===== config.mk =====
export PLATFORM = sky130hd
export DESIGN_NAME = snoop_cache
export DESIGN_NICKNAME = d
export VERILOG_FILES = /design/src/rtl/snp_pkg.sv /design/src/rtl/snp_line_store.sv /design/src/rtl/snp_ctrl.sv /design/src/rtl/snoop_cache.sv
export SDC_FILE = /design/constraint.sdc
export NUM_CORES = 1
export LEC_CHECK = 0
export ABC_AREA = 0
export BUFFER_PORTS_ARGS = -buffer_cell sky130_fd_sc_hd__buf_2
export CAP_MARGIN = 30
export CORE_MARGIN = 2
export CORE_UTILIZATION = 50
export DETAILED_ROUTE_END_ITERATION = 6
export PLACE_DENSITY = 0.71
export RECOVER_POWER = 50
export SLEW_MARGIN = 25
export SYNTH_ARGS = -nofsm -noshare
export SYNTH_HDL_FRONTEND = slang
export SYNTH_SLANG_ARGS = --single-unit

===== constraint.sdc =====
create_clock -name clk_i -period 3.5 [get_ports clk_i]
set_clock_uncertainty 0.05 [all_clocks]
set_input_delay 0.525 -clock clk_i [delete_from_list [all_inputs] [get_ports clk_i]]
set_output_delay 0.525 -clock clk_i [all_outputs]
set_load 0.005 [all_outputs]

===== src/rtl/snp_pkg.sv =====
package snp_pkg;
  typedef enum logic [1:0] {LS_INV = 2'd0, LS_SHR = 2'd1, LS_EXC = 2'd2} line_st_e;
  typedef enum logic [1:0] {BC_NONE = 2'd0, BC_RD_MISS = 2'd1, BC_WR_MISS = 2'd2, BC_WBACK = 2'd3} bus_cmd_e;
endpackage


===== src/rtl/snp_line_store.sv =====
module snp_line_store
  import snp_pkg::*;
#(
  parameter int LINES  = 8,
  parameter int IDX_W  = 3,
  parameter int TAG_W  = 5,
  parameter int DATA_W = 32
) (
  input  logic              clk_i,
  input  logic              rst_ni,
  // port a: cpu side, also fill and hit write
  input  logic [IDX_W-1:0]  a_idx_i,
  output line_st_e          a_st_o,
  output logic [TAG_W-1:0]  a_tag_o,
  output logic [DATA_W-1:0] a_data_o,
  // port b: snoop side
  input  logic [IDX_W-1:0]  b_idx_i,
  output line_st_e          b_st_o,
  output logic [TAG_W-1:0]  b_tag_o,
  output logic [DATA_W-1:0] b_data_o,
  input  logic              snp_we_i,
  input  line_st_e          snp_st_i,
  input  logic              fill_we_i,
  input  logic [TAG_W-1:0]  fill_tag_i,
  input  line_st_e          fill_st_i,
  input  logic [DATA_W-1:0] fill_data_i,
  input  logic              hit_we_i,
  input  logic [DATA_W-1:0] hit_data_i
);
  line_st_e          st_arr   [LINES];
  logic [TAG_W-1:0]  tag_arr  [LINES];
  logic [DATA_W-1:0] data_arr [LINES];

  for (genvar g = 0; g < LINES; g++) begin : g_line
    line_st_e          st_r;
    logic [TAG_W-1:0]  tag_r;
    logic [DATA_W-1:0] data_r;
    logic              snp_sel, a_sel;
    assign snp_sel = snp_we_i && (b_idx_i == IDX_W'(g));
    assign a_sel   = (a_idx_i == IDX_W'(g));

    // snoop has priority; fill never coincides with a snoop
    always_ff @(posedge clk_i or negedge rst_ni) begin
      if (!rst_ni) begin
        st_r   <= LS_INV;
        tag_r  <= '0;
        data_r <= '0;
      end else if (snp_sel) begin
        st_r <= snp_st_i;
      end else if (fill_we_i && a_sel) begin
        st_r   <= fill_st_i;
        tag_r  <= fill_tag_i;
        data_r <= fill_data_i;
      end else if (hit_we_i && a_sel) begin
        data_r <= hit_data_i;
      end
    end

    assign st_arr[g]   = st_r;
    assign tag_arr[g]  = tag_r;
    assign data_arr[g] = data_r;
  end

  assign a_st_o   = st_arr[a_idx_i];
  assign a_tag_o  = tag_arr[a_idx_i];
  assign a_data_o = data_arr[a_idx_i];
  assign b_st_o   = st_arr[b_idx_i];
  assign b_tag_o  = tag_arr[b_idx_i];
  assign b_data_o = data_arr[b_idx_i];
endmodule


===== src/rtl/snp_ctrl.sv =====
module snp_ctrl
  import snp_pkg::*;
#(
  parameter int ADDR_W = 8,
  parameter int IDX_W  = 3,
  parameter int TAG_W  = 5,
  parameter int DATA_W = 32
) (
  input  logic              clk_i,
  input  logic              rst_ni,
  input  logic              cpu_req_i,
  input  logic              cpu_we_i,
  input  logic [ADDR_W-1:0] cpu_addr_i,
  input  logic [DATA_W-1:0] cpu_wdata_i,
  output logic              cpu_rdy_o,
  input  logic              snp_conflict_i,
  input  line_st_e          line_st_i,
  input  logic [TAG_W-1:0]  line_tag_i,
  input  logic [DATA_W-1:0] line_data_i,
  output logic              bus_req_o,
  input  logic              bus_gnt_i,
  output bus_cmd_e          bus_cmd_o,
  output logic [ADDR_W-1:0] bus_addr_o,
  output logic [DATA_W-1:0] bus_wdata_o,
  input  logic [DATA_W-1:0] bus_rdata_i,
  output logic              hit_we_o,
  output logic              fill_we_o,
  output line_st_e          fill_st_o,
  output logic [DATA_W-1:0] fill_data_o
);
  typedef enum logic [2:0] {S_IDLE, S_ARB, S_WB, S_MISS, S_FILL} fsm_e;
  fsm_e st_q, st_d;

  logic [TAG_W-1:0] cpu_tag;
  logic             tag_eq, hit, can_serve, victim_dirty;

  assign cpu_tag      = cpu_addr_i[ADDR_W-1:IDX_W];
  assign tag_eq       = (line_tag_i == cpu_tag);
  assign hit          = (line_st_i != LS_INV) && tag_eq;
  // a store to a Shared copy must win ownership on the bus
  assign can_serve    = hit && (!cpu_we_i || line_st_i == LS_EXC);
  assign victim_dirty = (line_st_i == LS_EXC) && !tag_eq;

  assign cpu_rdy_o = (st_q == S_IDLE) && cpu_req_i && can_serve && !snp_conflict_i;
  assign hit_we_o  = cpu_rdy_o && cpu_we_i;

  always_comb begin
    st_d = st_q;
    unique case (st_q)
      S_IDLE: if (cpu_req_i && !can_serve) st_d = S_ARB;
      // victim state is judged only once the bus is ours
      S_ARB:  if (bus_gnt_i) st_d = victim_dirty ? S_WB : S_MISS;
      S_WB:   st_d = S_MISS;
      S_MISS: st_d = S_FILL;
      S_FILL: st_d = S_IDLE;
      default: st_d = S_IDLE;
    endcase
  end

  always_ff @(posedge clk_i or negedge rst_ni) begin
    if (!rst_ni) st_q <= S_IDLE;
    else         st_q <= st_d;
  end

  assign bus_req_o = (st_q != S_IDLE);

  always_comb begin
    bus_cmd_o   = BC_NONE;
    bus_addr_o  = cpu_addr_i;
    bus_wdata_o = '0;
    if (st_q == S_WB) begin
      bus_cmd_o   = BC_WBACK;
      bus_addr_o  = {line_tag_i, cpu_addr_i[IDX_W-1:0]};
      bus_wdata_o = line_data_i;
    end else if (st_q == S_MISS) begin
      bus_cmd_o = cpu_we_i ? BC_WR_MISS : BC_RD_MISS;
    end
  end

  assign fill_we_o   = (st_q == S_FILL);
  assign fill_st_o   = cpu_we_i ? LS_EXC : LS_SHR;
  assign fill_data_o = cpu_we_i ? cpu_wdata_i : bus_rdata_i;

  AST_CMD_NEEDS_GNT: assert property (@(posedge clk_i) disable iff (!rst_ni)
    (bus_cmd_o != BC_NONE) |-> bus_gnt_i);
  AST_REQ_HELD: assert property (@(posedge clk_i) disable iff (!rst_ni)
    (bus_req_o && !bus_gnt_i) |=> bus_req_o);
  AST_NO_RDY_AT_FILL: assert property (@(posedge clk_i) disable iff (!rst_ni)
    ($past(bus_cmd_o) == BC_RD_MISS || $past(bus_cmd_o) == BC_WR_MISS) |-> !cpu_rdy_o);
  AST_WB_THEN_MISS: assert property (@(posedge clk_i) disable iff (!rst_ni)
    ($past(bus_cmd_o) == BC_WBACK) |-> (bus_cmd_o == (cpu_we_i ? BC_WR_MISS : BC_RD_MISS)));
  AST_HIT_STORE_QUIET: assert property (@(posedge clk_i) disable iff (!rst_ni)
    (cpu_rdy_o && cpu_we_i) |-> (bus_cmd_o == BC_NONE));
endmodule


===== src/rtl/snoop_cache.sv =====
module snoop_cache
  import snp_pkg::*;
#(
  parameter int LINES  = 8,
  parameter int ADDR_W = 8,
  parameter int DATA_W = 32
) (
  input  logic              clk_i,
  input  logic              rst_ni,
  input  logic              cpu_req_i,
  input  logic              cpu_we_i,
  input  logic [ADDR_W-1:0] cpu_addr_i,
  input  logic [DATA_W-1:0] cpu_wdata_i,
  output logic              cpu_rdy_o,
  output logic [DATA_W-1:0] cpu_rdata_o,
  output logic              bus_req_o,
  input  logic              bus_gnt_i,
  output logic [1:0]        bus_cmd_o,
  output logic [ADDR_W-1:0] bus_addr_o,
  output logic [DATA_W-1:0] bus_wdata_o,
  input  logic [DATA_W-1:0] bus_rdata_i,
  input  logic [1:0]        snp_cmd_i,
  input  logic [ADDR_W-1:0] snp_addr_i,
  output logic              snp_flush_o,
  output logic [DATA_W-1:0] snp_data_o
);
  localparam int IDX_W = $clog2(LINES);
  localparam int TAG_W = ADDR_W - IDX_W;

  logic [IDX_W-1:0]  cpu_idx, snp_idx;
  logic [TAG_W-1:0]  cpu_tag, snp_tag;
  line_st_e          a_st, b_st, snp_new_st, fill_st;
  logic [TAG_W-1:0]  a_tag, b_tag;
  logic [DATA_W-1:0] a_data, b_data, fill_data;
  logic              snp_miss_cmd, snp_hit, snp_we, snp_conflict;
  logic              hit_we, fill_we;
  bus_cmd_e          cmd;

  assign cpu_idx = cpu_addr_i[IDX_W-1:0];
  assign cpu_tag = cpu_addr_i[ADDR_W-1:IDX_W];
  assign snp_idx = snp_addr_i[IDX_W-1:0];
  assign snp_tag = snp_addr_i[ADDR_W-1:IDX_W];

  snp_line_store #(.LINES(LINES), .IDX_W(IDX_W), .TAG_W(TAG_W), .DATA_W(DATA_W)) i_store (
    .clk_i, .rst_ni,
    .a_idx_i(cpu_idx), .a_st_o(a_st), .a_tag_o(a_tag), .a_data_o(a_data),
    .b_idx_i(snp_idx), .b_st_o(b_st), .b_tag_o(b_tag), .b_data_o(b_data),
    .snp_we_i(snp_we), .snp_st_i(snp_new_st),
    .fill_we_i(fill_we), .fill_tag_i(cpu_tag), .fill_st_i(fill_st), .fill_data_i(fill_data),
    .hit_we_i(hit_we), .hit_data_i(cpu_wdata_i)
  );

  // snoop decode: only foreign read and write misses matter
  assign snp_miss_cmd = (snp_cmd_i == BC_RD_MISS) || (snp_cmd_i == BC_WR_MISS);
  assign snp_hit      = snp_miss_cmd && (b_st != LS_INV) && (b_tag == snp_tag);
  assign snp_flush_o  = snp_hit && (b_st == LS_EXC);
  assign snp_data_o   = snp_flush_o ? b_data : '0;
  assign snp_we       = snp_hit && (snp_cmd_i == BC_WR_MISS || b_st == LS_EXC);
  assign snp_new_st   = (snp_cmd_i == BC_WR_MISS) ? LS_INV : LS_SHR;
  assign snp_conflict = snp_miss_cmd && (snp_idx == cpu_idx);

  snp_ctrl #(.ADDR_W(ADDR_W), .IDX_W(IDX_W), .TAG_W(TAG_W), .DATA_W(DATA_W)) i_ctrl (
    .clk_i, .rst_ni,
    .cpu_req_i, .cpu_we_i, .cpu_addr_i, .cpu_wdata_i, .cpu_rdy_o,
    .snp_conflict_i(snp_conflict),
    .line_st_i(a_st), .line_tag_i(a_tag), .line_data_i(a_data),
    .bus_req_o, .bus_gnt_i, .bus_cmd_o(cmd), .bus_addr_o, .bus_wdata_o, .bus_rdata_i,
    .hit_we_o(hit_we), .fill_we_o(fill_we), .fill_st_o(fill_st), .fill_data_o(fill_data)
  );

  assign bus_cmd_o   = cmd;
  assign cpu_rdata_o = a_data;

  AST_SNP_RD_DOWNGRADE: assert property (@(posedge clk_i) disable iff (!rst_ni)
    ($past(snp_flush_o) && $past(snp_cmd_i) == BC_RD_MISS && $stable(snp_cmd_i) && $stable(snp_addr_i))
    |-> !snp_flush_o);
  AST_SNP_WR_DROPS: assert property (@(posedge clk_i) disable iff (!rst_ni)
    ($past(snp_flush_o) && $past(snp_cmd_i) == BC_WR_MISS && $stable(snp_cmd_i) && $stable(snp_addr_i))
    |-> !snp_flush_o);
  AST_SNP_STALLS_CPU: assert property (@(posedge clk_i) disable iff (!rst_ni)
    (cpu_req_i && (snp_cmd_i == 2'd1 || snp_cmd_i == 2'd2) && snp_addr_i[IDX_W-1:0] == cpu_addr_i[IDX_W-1:0])
    |-> !cpu_rdy_o);
  AST_NO_FLUSH_WHILE_OWNER: assert property (@(posedge clk_i) disable iff (!rst_ni)
    (bus_cmd_o != 2'd0) |-> !snp_flush_o);
endmodule


==> results of run 1 <==
cells by family after synthesis:
| kind of cell | synth area share [%] |
|---|---|
| flip-flops | 38.6 |
| XOR/XNOR | 0.386 |
| adder cells (fa/ha/maj) | 0.0612 |
| multiplexers | 35.5 |
| AO/OA/AOI/OAI | 10.4 |
| buffers and inverters | 4.18 |
| AND/OR/NAND/NOR | 10.9 |
layout make-up:
class	count	area, sq um	area share [%]
antenna	1	2.50	0.0104
timing repair buffer	330	2460	10.2
multi-input combinational	1447	11900	49.1
inverter	9	33.8	0.140
clock buffer	48	1030	4.26
clock inverter	12	194	0.804
sequential	315	7880	32.7
tap	532	666	2.76
cell usage after synthesis, types with 7 or more instances:
master      n  area, sq um
a21oi_1   264         1320
a22oi_1     8         60.1
buf_1      27          101
buf_2      29          145
buf_4       8         60.1
clkbuf_1  125          469
dfrtp_1   315         7880
inv_1       7         26.3
mux2_1     10          113
mux2_2    270         3040
mux2_4     30          450
mux2i_1    72          721
mux4_2    130         2930
nand2_1   258          968
nand2b_1   11         68.8
nand3_1     8         40.0
nor2_1    209          785
o21ai_0    80          400
o22ai_1    10         62.6
xor2_1      8         70.1
final timing paths:
path	endpoint	slack, ns	depth (start not counted)
hold reg to reg	i_store.g_line[6].data_r[13]$_DFFE_PN0P_	0.46	1
max in group asynchronous	i_store.g_line[5].data_r[17]$_DFFE_PN0P_	0.72	2
setup reg to reg	i_store.g_line[0].data_r[28]$_DFFE_PN0P_	0.18	13
hold / removal	i_ctrl.st_q[1]$_DFFE_PN0P_	0.25	3
min in group asynchronous	i_store.g_line[4].tag_r[4]$_DFFE_PN0P_	0.68	1
setup / recovery	snp_data_o[16]	0.10	10
metrics by stage:
stage          setup TNS (ns)  hold slack [ns]
3_5_place_dp            -3.72            0.452
5_1_grt               -0.0205            0.246
3_3_place_gp            -4.23            0.431
6_report                    0            0.251
2_1_floorplan               0            0.179
4_1_cts                     0          0.00492
repair_timing:
action	CTS	global route
resized for setup	3	11
buffers inserted	1	2
pin swaps	2	3
setup endpoints to repair	23	18
worst max-delay path, stage by stage (launching register included):
cell	delay, ns
dfrtp_1	0.41
mux2i_2	0.23
a22oi_2	0.14
a21o_1	0.20
a2111oi_4	0.35
nand4_4	0.16
nand2b_4	0.20
buf_12	0.18
buf_4	0.16
a21oi_2	0.14
buf_2	0.14
sequential cells by signal, indices dropped and copies added, names as in the netlist:
register	flops
i_store.g_line.st_r	16
i_ctrl.st_q	3
i_store.g_line.tag_r	40
i_store.g_line.data_r	256
metal layers:
layer  GRT usage [%]  vias to the layer above  wire length, um
li1                -                     7431                -
met5               0                        -                0
met4            13.2                        0             2530
met3            5.09                      162             5400
met2            49.8                      836            31300
met1            41.6                     8552            25600
power by group through the flow:
stage	Combinational, uW	Clock, uW	Sequential (uW)
CTS	4140	4020	5700
global route	4510	4160	5860
global placement	3970	0	5640
detailed placement	4110	0	5750
finish	4160	3970	5720
floorplan	3020	0	5380
==> metrics.md, run 1 <==
| Metric | Value |
|---|---|
| Ys async rst share | `100%` |
| Final net count | `2227` |
| Sw Pwr | `4260 uW` |
| IO Port Bufs | `195` |
| Clock transition at path regs | `0.06 ns` |
| Worst-Skew Late Latency | `0.53 ns` |
| Avg WL per Cell | `24.1 um` |
| Total GRT Usage | `30.9%` |
| Hold path start | `bus_gnt_i` |
| Crit path time final | `3.40 ns` |
| Max-slew violation count | `110` |
| Slew Limit Headroom | `-65.0%` |
| Initial Util | `50.4%` |
| Critical Path AT | `2.82 ns` |
| Worst flop-to-flop path startpoint | `i_store.g_line[2].tag_r[2]$_DFFE_PN0P_` |
| Fin worst setup slack | `0.101 ns` |
| Vias | `17000` |
| Synth Flop Type | `dfrtp_1` |
| Fillers | `3346` |
| Final core utilization | `59.5%` |
| Antenna violations before repair | `1` |
| First-pass GRT wire length | `100000 um` |
| Internal | `9590 uW` |
| Std-Cell Rows | `74` |
| Static leakage | `0.0111 uW` |
| Pin count of the biggest net entering global routing | `89` |
| Sw Ratio | `30.7%` |
| Dpl cells | `2630` |
| Clock Tree Buf Depth | `3` |
| Synthesized instance count | `1964` |
| Design Area, Final | `0.0241 sq mm` |
| YS warnings | `0` |
| Cell area after synthesis | `0.0204 sq mm` |
| Tcrit/Tclk final | `97.1%` |
| Sequential-to-total area share from yosys stat | `38.6%` |
| Remaining routing DRC violations | `0` |
| TritonCTS clock tree | `built` |
| Comb pwr share | `30.0%` |
| Max Freq | `294 MHz` |
| Most frequent cells in the layout | `dfrtp_1, mux2_2, a21oi_1, nand2_1, nor2_1` |
| Hold Fails Final Rpt | `0` |
| DRT iter0 DRCs | `1692` |
| Critical path origin | `i_store.g_line[2].tag_r[2]$_DFFE_PN0P_` |
| Hold crit path type | `in2reg` |
| H-tree depth | `2` |
| CP max FO | `17` |
| Worst slack at placement | `-0.116 ns` |
| Register bit total from synthesis | `315` |
| Worst VDD drop | `0.292 mV` |
| Net Count, Synth | `2052` |
| CTS Buf Count | `36` |
| CTS Hold Bufs | `0` |
| Die X | `206 um` |
| Syn-to-layout area delta | `18.0%` |
| Ports | `196` |
| Drt first pass iters | `6` |
| Crit path launch type | `flip-flop` |
| Layout cells sized above 1 | `39.1%` |
| Syn avg cell area | `10.4 sq um` |
| Critical setup path kind | `reg2out` |
| Total global routing overflow | `0` |
| Synth unique cells | `60` |
| Total power | `13800 uW` |
| Most common cell after layout, fill and taps aside | `dfrtp_1` |
| PwrDens | `574 mW/mm^2` |
| Failing checks | `max-capacitance violations, max-slew violations` |
| Clk sink count | `315` |
| EDFF count, synth | `0` |
| Placement Cell Area | `0.0229 sq mm` |
| Tightest Pin Transition | `2.48 ns` |
| Gpl congestion | `0.921` |
| Die area | `0.0425 sq mm` |
| HPWL after DPL | `42600 um` |
| Root buf cell | `clkbuf_16` |
| CP required | `2.92 ns` |
| Clock power frac | `28.7%` |
| Max cap viols | `2` |
| Core Region | `0.0406 sq mm` |
| Sequential share of power | `41.3%` |
| Run status | `finished, violations left` |
| CP Capture Type | `primary output` |
| Vias in the first global route | `17200` |
| Die span in y | `206 um` |
| Final instance count without filler cells | `2694` |
| RSZ-0062 raised after global routing | `true` |
| Final wirelength | `64800 um` |
| Antenna Nets Post-Route | `0` |
| Vias per cell | `6.30` |
| Final setup fails | `0` |
Power figures use the tool's default switching activity.
==> run 2: changes to the inputs <==
REMOVE_ABC_BUFFERS = 1   (was default)
==> metrics.md, run 2 (synthesis results as in run 1) <==
| Metric | Value |
|---|---|
| CP required | `3.90 ns (+0.98 ns)` |
| Hold slack | `0.228 ns (-0.0232 ns)` |
| H-tree depth | `2 (unchanged)` |
| Worst flop-to-flop path startpoint | `i_store.g_line[7].tag_r[2]$_DFFE_PN0P_` |
| Critical path origin | `cpu_addr_i[2]` |
| Die span in y | `206 um (unchanged)` |
| Vias in the first global route | `17600 (+2.0%)` |
| Critical setup path kind | `in2reg` |
| Reg with most FFs | `i_store.g_line.data_r` |
| Die area | `0.0425 sq mm (unchanged)` |
| Hold depth | `3 (unchanged)` |
| Final wirelength | `66500 um (+2.6%)` |
| HPWL after DPL | `42800 um (+0.27%)` |
| Tightest Pin Transition | `2.60 ns (+0.124 ns)` |
| Root buf cell | `clkbuf_16` |
| Antenna Nets Post-Route | `0 (unchanged)` |
| Hold Fails Final Rpt | `0 (unchanged)` |
| Worst VDD drop | `0.323 mV (+11%)` |
| Top Registers | `i_store.g_line.data_r x256, i_store.g_line.tag_r x40, i_store.g_line.st_r x16` |
| RSZ-0062 raised after global routing | `false` |
| Run status | `finished, violations left` |
| Core Region | `0.0406 sq mm (unchanged)` |
| Critical Path AT | `3.81 ns (+0.99 ns)` |
| Final net count | `2212 (-0.67%)` |
| Fin worst setup slack | `0.0898 ns (-0.0109 ns)` |
| Number of flip-flops in the largest register | `256 (unchanged)` |
| R2R depth | `11 (-2)` |
| Total power | `14000 uW (+0.92%)` |
| First-pass GRT wire length | `103000 um (+2.3%)` |
| Clock Tree Buf Depth | `3 (unchanged)` |
| Tcrit/Tclk final | `97.4% (+0.31 points)` |
| Pin count of the biggest net entering global routing | `96 (+7.9%)` |
| IO Port Bufs | `195 (unchanged)` |
| Failing checks | `max-capacitance violations, max-slew violations` |
| Worst-Skew Late Latency | `0.59 ns (+0.06 ns)` |
| DRT iter0 DRCs | `1608 (-5.0%)` |
| Hold crit path type | `in2reg` |
| Total GRT Usage | `32.0% (+1.1 points)` |
| Vias | `17200 (+1.0%)` |
| Drt first pass iters | `7 (+1)` |
| Final setup fails | `0 (unchanged)` |
| Gpl congestion | `0.934 (+1.5%)` |
| Vias per cell | `6.39 (+1.4%)` |
| CP Capture Type | `flip-flop` |
| Max-slew violation count | `96 (-13%)` |
| Static leakage | `0.0110 uW (-0.99%)` |
| Most frequent cells in the layout | `dfrtp_1, mux2_2, a21oi_1, nand2_1, nor2_1` |
| Syn-to-layout area delta | `16.5%` |
| Layout cells sized above 1 | `38.0% (-1.1 points)` |
| Die X | `206 um (unchanged)` |
| Clk sink count | `315 (unchanged)` |
| Worst Setup EP | `i_store.g_line[5].data_r[0]$_DFFE_PN0P_` |
| Post-CTS Setup Inserts | `0 (-1)` |
| Crit path time final | `3.41 ns (+0.0109 ns)` |
| Fillers | `3378 (+0.96%)` |
| CP max FO | `38 (+21)` |
| PwrDens | `587 mW/mm^2 (+2.3%)` |
| Most common cell after layout, fill and taps aside | `dfrtp_1` |
| Crit path launch type | `input pin` |
| Total global routing overflow | `0 (unchanged)` |
| Initial Util | `50.4% (unchanged)` |
| Clock transition at path regs | `0.06 ns (about the same)` |
| Final instance count without filler cells | `2684 (-0.37%)` |
| Max Freq | `293 MHz (-0.32%)` |
| Ports | `196 (unchanged)` |
| Std-Cell Rows | `74 (unchanged)` |
| Max cap viols | `1 (-1)` |
| TritonCTS clock tree | `built` |
| Worst slack at placement | `-0.0841 ns (+0.0323 ns)` |
| R2R Setup Slk | `0.41 ns (+0.23 ns)` |
| Avg WL per Cell | `24.8 um (+3.0%)` |
| Hold path start | `bus_gnt_i` |
| Slew Limit Headroom | `-73.3% (-8.3 points)` |
| Antenna violations before repair | `1 (unchanged)` |
| Remaining routing DRC violations | `0 (unchanged)` |
| CTS Buf Count | `38 (+5.6%)` |
| Worst reg2reg path endpoint | `i_store.g_line[2].data_r[4]$_DFFE_PN0P_` |
| Dpl cells | `2615 (-0.57%)` |
==> run 2: cell count changes in the layout (fill, tap and decap cells not counted), moves of 3 or more <==
cell and delta:
clkbuf_1 +10, o21ai_1 -3, o21ai_0 +3, clkbuf_8 +3
buf_4 -14, buf_12 -17, clkbuf_2 +3, buf_6 +3
==> run 2: worst min-delay path by stage <==
stage                                                     to
global placement    i_store.g_line[3].data_r[21]$_DFFE_PN0P_
detailed placement  i_store.g_line[6].data_r[12]$_DFFE_PN0P_
finish                            i_ctrl.st_q[1]$_DFFE_PN0P_
CTS                               i_ctrl.st_q[1]$_DFFE_PN0P_
global route                      i_ctrl.st_q[1]$_DFFE_PN0P_
floorplan                         i_ctrl.st_q[0]$_DFFE_PN0P_
==> run 2: power by group <==
| part | internal [uW] | total (uW) | switching, uW |
|---|---|---|---|
| clock | 2440 | 4140 | 1700 |
| combinational | 2320 | 4130 | 1800 |
| sequential | 4790 | 5710 | 915 |
| total | 9550 | 14000 | 4420 |
==> run 2: timing repair <==
item | in CTS | in global routing
pin swaps | 0 | 1
gates resized for setup | 4 | 6
endpoints found under the hold margin | 59 | 0
hold buffers | 1 | 0
endpoints found under the setup margin | 14 | 32
==> run 2: per-stage QoR <==
step           setup TNS (ns)  utilization, %  area (sq um)
2_1_floorplan         -193.05               -         19600
3_3_place_gp            -1.18            55.7         22600
3_5_place_dp            -3.48            55.7         22600
4_1_cts                     0            58.9         23900
5_1_grt                     0            58.7         23800
6_report                    0            58.7         23800
==> run 2: cell type report <==
class                           instances  area [sq um]  area share, %
Clock buffer                           54          1100           4.63
Sequential cell                       315          7880           33.1
Inverter                                9          33.8          0.142
Antenna cell                            1          2.50         0.0105
Timing Repair Buffer                  313          2110           8.85
Multi-Input combinational cell       1447         11800           49.7
Clock inverter                         13           191          0.804
Tap cell                              532           666           2.80
==> run 2: critical path, cell delays in order <==
cell and delay, ns:
clkbuf_1 0.13, buf_12 0.16, clkbuf_1 0.45, buf_4 0.40, nand3_1 0.41, nor2_4 0.43, clkbuf_2 0.77, a21oi_1 0.17
mux2_2 0.31
==> run 2: per-layer routing <==
metal / track usage [%] / up-vias / routed length (um)
li1: - / 7397 / -
met3: 5.99 / 223 / 6030
met1: 43.0 / 8540 / 26300
met4: 14.7 / 0 / 2880
met2: 50.5 / 993 / 31300
met5: 0 / - / 0
